$ cat config.mk
export PLATFORM = sky130hd
export DESIGN_NAME = sxr_shift_reg
export DESIGN_NICKNAME = d
export VERILOG_FILES = /design/src/rtl/sxr_pkg.sv /design/src/rtl/sxr_ctrl.sv /design/src/rtl/sxr_next.sv /design/src/rtl/sxr_shift_reg.sv
export SDC_FILE = /design/constraint.sdc
export NUM_CORES = 1
export LEC_CHECK = 0
export BUFFER_PORTS_ARGS = -buffer_cell sky130_fd_sc_hd__buf_2
export CORE_UTILIZATION = 30
export CTS_CLUSTER_SIZE = 40
export DETAILED_ROUTE_END_ITERATION = 7
export GPL_TIMING_DRIVEN = 1
export HOLD_SLACK_MARGIN = 0.06
export PLACE_DENSITY = 0.61
export SLEW_MARGIN = 20
export SYNTH_ARGS = -nofsm -noshare
export SYNTH_HDL_FRONTEND = slang
export SYNTH_SLANG_ARGS = --single-unit
export TNS_END_PERCENT = 50
$ cat constraint.sdc
create_clock -name clk -period 2.2 [get_ports clk]
set_clock_uncertainty 0.2 [all_clocks]
set_input_delay 0.44 -clock clk [delete_from_list [all_inputs] [get_ports clk]]
set_output_delay 0.44 -clock clk [all_outputs]
set_load 0.005 [all_outputs]
$ cat src/rtl/sxr_pkg.sv
package sxr_pkg;
   typedef enum logic [1:0] {
      MODE_HOLD  = 2'd0,
      MODE_LOAD  = 2'd1,
      MODE_SHIFT = 2'd2,
      MODE_SEXT  = 2'd3
   } sxr_mode_e;
endpackage

$ cat src/rtl/sxr_ctrl.sv
module sxr_ctrl
   import sxr_pkg::*;
(
   input  logic      reg_en_n,
   input  logic      ser_par,
   input  logic      sext_n,
   input  logic      oe_n,
   output sxr_mode_e mode,
   output logic      out_vld
);
   always_comb begin
      if (reg_en_n)     mode = MODE_HOLD;
      else if (!ser_par) mode = MODE_LOAD;
      else if (!sext_n)  mode = MODE_SEXT;
      else               mode = MODE_SHIFT;
   end

   assign out_vld = ser_par & ~oe_n;
endmodule

$ cat src/rtl/sxr_next.sv
module sxr_next
   import sxr_pkg::*;
#(
   parameter int WIDTH = 8
) (
   input  logic [WIDTH-1:0] cur,
   input  logic [WIDTH-1:0] load_val,
   input  logic             ser_bit,
   input  sxr_mode_e        mode,
   output logic [WIDTH-1:0] nxt
);
   localparam int TOP = WIDTH - 1;

   for (genvar i = 0; i < WIDTH; i++) begin : g_bit
      logic fill;
      if (i == TOP) begin : g_top
         assign fill = (mode == MODE_SEXT) ? cur[TOP] : ser_bit;
      end else begin : g_low
         assign fill = cur[i+1];
      end

      always_comb begin
         unique case (mode)
            MODE_HOLD:  nxt[i] = cur[i];
            MODE_LOAD:  nxt[i] = load_val[i];
            default:    nxt[i] = fill;
         endcase
      end
   end
endmodule

$ cat src/rtl/sxr_shift_reg.sv
module sxr_shift_reg
   import sxr_pkg::*;
#(
   parameter int WIDTH = 8
) (
   input  logic             clk,
   input  logic             rst_n,
   input  logic             reg_en_n,
   input  logic             ser_par,
   input  logic             sext_n,
   input  logic             ser_sel,
   input  logic             ser_in0,
   input  logic             ser_in1,
   input  logic             oe_n,
   input  logic [WIDTH-1:0] par_in,
   output logic [WIDTH-1:0] par_out,
   output logic             par_out_vld,
   output logic             ser_out
);
   localparam int TOP = WIDTH - 1;

   if (WIDTH < 2) begin : g_bad_width
      $error("sxr_shift_reg: WIDTH must be at least 2");
   end

   sxr_mode_e        mode;
   logic             vld;
   logic             ser_bit;
   logic [WIDTH-1:0] q;
   logic [WIDTH-1:0] q_nxt;

   assign ser_bit = ser_sel ? ser_in1 : ser_in0;

   sxr_ctrl u_ctrl (
      .reg_en_n (reg_en_n),
      .ser_par  (ser_par),
      .sext_n   (sext_n),
      .oe_n     (oe_n),
      .mode     (mode),
      .out_vld  (vld)
   );

   sxr_next #(.WIDTH(WIDTH)) u_next (
      .cur      (q),
      .load_val (par_in),
      .ser_bit  (ser_bit),
      .mode     (mode),
      .nxt      (q_nxt)
   );

   always_ff @(posedge clk or negedge rst_n) begin
      if (!rst_n) q <= '0;
      else        q <= q_nxt;
   end

   assign par_out_vld = vld;
   assign par_out     = vld ? q : '0;
   assign ser_out     = q[0];

   AST_CLEAR_ZERO: assert property (@(posedge clk) !rst_n |-> (q == '0));

   AST_HOLD_STABLE: assert property (@(posedge clk) disable iff (!rst_n)
      reg_en_n |=> $stable(q));

   AST_LOAD_COPY: assert property (@(posedge clk) disable iff (!rst_n)
      (!reg_en_n && !ser_par) |=> (q == $past(par_in)));

   AST_SHIFT_FILL: assert property (@(posedge clk) disable iff (!rst_n)
      (!reg_en_n && ser_par && sext_n) |=>
         ((q[TOP-1:0] == $past(q[TOP:1])) &&
          (q[TOP] == ($past(ser_sel) ? $past(ser_in1) : $past(ser_in0)))));

   AST_SEXT_KEEP: assert property (@(posedge clk) disable iff (!rst_n)
      (!reg_en_n && ser_par && !sext_n) |=>
         ((q[TOP-1:0] == $past(q[TOP:1])) && (q[TOP] == $past(q[TOP]))));

   AST_BUS_QUIET: assert property (@(posedge clk) disable iff (!rst_n)
      !par_out_vld |-> (par_out == '0));

   AST_SER_MATCH: assert property (@(posedge clk) disable iff (!rst_n)
      par_out_vld |-> (par_out[0] == ser_out));
endmodule

==> flow_summary.yaml <==
status:
  status: "completed"
pwr:
  p_per_area_nw_per_um2: 592
  pwr-share-seq: 0.465
  ir_worst_vdd_mv: 0.270
  sw_frac_of_total: 0.297
  netSwitchingPower_mw: 0.128
  internal-power_mw: 0.302
  power_leakage_nw: 0.368
  power_frac_comb: 0.266
  p_clk_frac: 0.268
synthesis:
  syn_area_sq_um: 539
  postSynthCellCount: 59
  synth.avg_cell_area_sq_um: 9.14
  synth_enable_flop_cells: 0
  yosysSeqAreaShare: 0.371
  synth_top_cell_area_share: 0.371
  synth.area.top_cells: "dfrtp_1, or4b_1, o311ai_1"
  netlist-cell-type-count: 19
  yosysTopAreaCell: "dfrtp_1"
  synthTopCellsByCount: "and2_1, dfrtp_1"
  synth-seq-cells: 8
  ys_dominant_reg_cell: "dfrtp_1"
  synthArstFlopShare: 1.00
  syn-num-nets: 77
  ys_warn_count: 0
sta:
  finalSetupViolations: 0
  final_max_slew_viol_count: 0
  worstMarginPinSlew_ns: 0.485
  rsz0062_at_grt: "no"
  setup_tns_ns: 0
  fin_crit_sh: 0.907
  period_minus_slack_ns: 2.00
  timing.fmax_mhz: 501
  finalHoldViolCount: 0
  whs_ns: 0.310
  relSlewSlack: 0.676
clock_tree:
  cts_tree: "done"
  cts_sinks: 8
  clock_latency_ns: 0.25
  path_clk_slew_ns: 0.06
  htreeDepth: 1
  root_buffer: "clkbuf_4"
  clock_path_buffers: 2
  cts_buffers: 3
route:
  vias: 515
  viasPerCell: 4.64
  antenna_left: 0
  wl_microns: 1200
  first_pass_iters: 4
  routedWlPerCell_microns: 10.8
  drtIter0Drc: 17
  drc_errors: 0
global_routing:
  grtUsageTotal: 0.142
  grt_overflow_total: 0
  antenna_found_initial: 0
  grt_pass1_wl_microns: 1960
  first_global_vias: 438
  grt_max_degree: 15
place:
  placedCellCount: 107
  portBuffers: 26
  place_hpwl_microns: 940
  gp_congestion: 0.720
die:
  ios: 27
  start_util: 0.338
  fp.dieW_microns: 44.4
  row_count: 14
  dieArea_sq_um: 1970
  die_h_microns: 44.4
  coreArea_sq_um: 1590
worst_setup_path:
  cp-start-kind: "primary input"
  end_kind: "output pin"
  reg2reg_depth: 2
  crit_arrival_ns: 1.36
  timing_worst_setup_path_type: "in2out"
  worst_ep_required_time_ns: 1.56
  cp_max_fo: 13
cells_and_area:
  largest_register_ffs: 8
  drive_gt1_frac: 0.368
  final_cells: 111
  reg.largest.list: "q x8"
  fin_util: 0.455
  n_antenna_cell: 0
  largest-register: "q"
  nNetsFinal: 107
  area_growth_syn_to_layout_pct: 34.6
hold_path:
  hold_path_class: "reg2reg"
  whs_path_depth: 2
run:
  cap_violations: 0
-- routing by layer --
metal | track usage | wire, microns | share of wire | vias to the layer above
li1 | - | - | - | 271
met1 | 0.184 | 556 | 0.46 | 218
met3 | 0.0286 | 71 | 0.059 | 2
met2 | 0.215 | 562 | 0.47 | 24
met5 | 0 | 0 | 0 | -
met4 | 0.0909 | 14 | 0.012 | 0
-- critical path: stages --
cell and delay (ns):
buf_2 0.18, nor2b_1 0.33, buf_4 0.19, and2_1 0.11, buf_2 0.10
-- through the flow --
stage               cell area (sq um)  setup slack (ns)  total power, mW
floorplan                         539             0.295            0.269
global placement                  693             0.185            0.314
detailed placement                693             0.161            0.318
CTS                               726             0.193            0.436
global route                      726             0.125            0.464
finish                            726             0.205            0.430
-- placed cells by master (no fill, tap or decap) --
| cell | count |
|---|---|
| nand2_1 | 7 |
| o211ai_1 | 1 |
| inv_1 | 7 |
| nor2b_1 | 1 |
| dfrtp_1 | 8 |
| nand2b_1 | 2 |
| buf_4 | 3 |
| mux2i_1 | 1 |
| ha_1 | 1 |
| and2_1 | 8 |
| o21ai_0 | 1 |
| o311ai_1 | 7 |
| nor2_1 | 1 |
| nand4bb_1 | 1 |
| a21o_1 | 1 |
| dlygate4sd3_1 | 1 |
| clkbuf_4 | 3 |
| buf_2 | 26 |
| or4b_1 | 7 |
-- cell type report --
| cell class | instances | area, sq um |
|---|---|---|
| clock buffers | 3 | 22.5 |
| well taps | 24 | 30.0 |
| flip-flops and latches | 8 | 200 |
| multi-input cells | 39 | 284 |
| inverters | 7 | 26.3 |
| fillers | 167 | 868 |
| repair buffers | 30 | 163 |
-- logic make-up (layout without fill, tap and decap cells) --
| logic type | count (synthesis) | in the layout | share of synthesized area |
|---|---|---|---|
| simple gates | 27 | 27 | 0.334 |
| compound gates | 10 | 10 | 0.151 |
| buf+inv | 12 | 40 | 0.102 |
| flops | 8 | 8 | 0.371 |
| mux | 1 | 1 | 0.0186 |
| fa+ha+maj | 1 | 1 | 0.0232 |
-- power groups by stage --
stage	Clock (mW)	Combinational [mW]	Sequential [mW]
5_1_grt	0.131	0.129	0.204
4_1_cts	0.119	0.117	0.200
3_3_place_gp	0	0.113	0.202
6_report	0.115	0.114	0.200
2_1_floorplan	0	0.0723	0.196
3_5_place_dp	0	0.115	0.203
-- final timing paths --
kind / end / slack [ns] / start
worst max register to register: q[1] / 1.20 / q[2]
max in group asynchronous: q[4] / 1.24 / rst_n
min in group asynchronous: q[3] / 0.38 / rst_n
worst min register to register: q[0] / 0.31 / q[0]
worst min-delay path: q[0] / 0.31 / q[0]
worst max-delay path: par_out[5] / 0.20 / ser_par
-- timing repair --
action	CTS	global route
endpoints found under the hold margin	8	0
buffers inserted	0	0
gates resized for setup	0	0
hold buffers	1	0
Power figures use the tool's default switching activity.
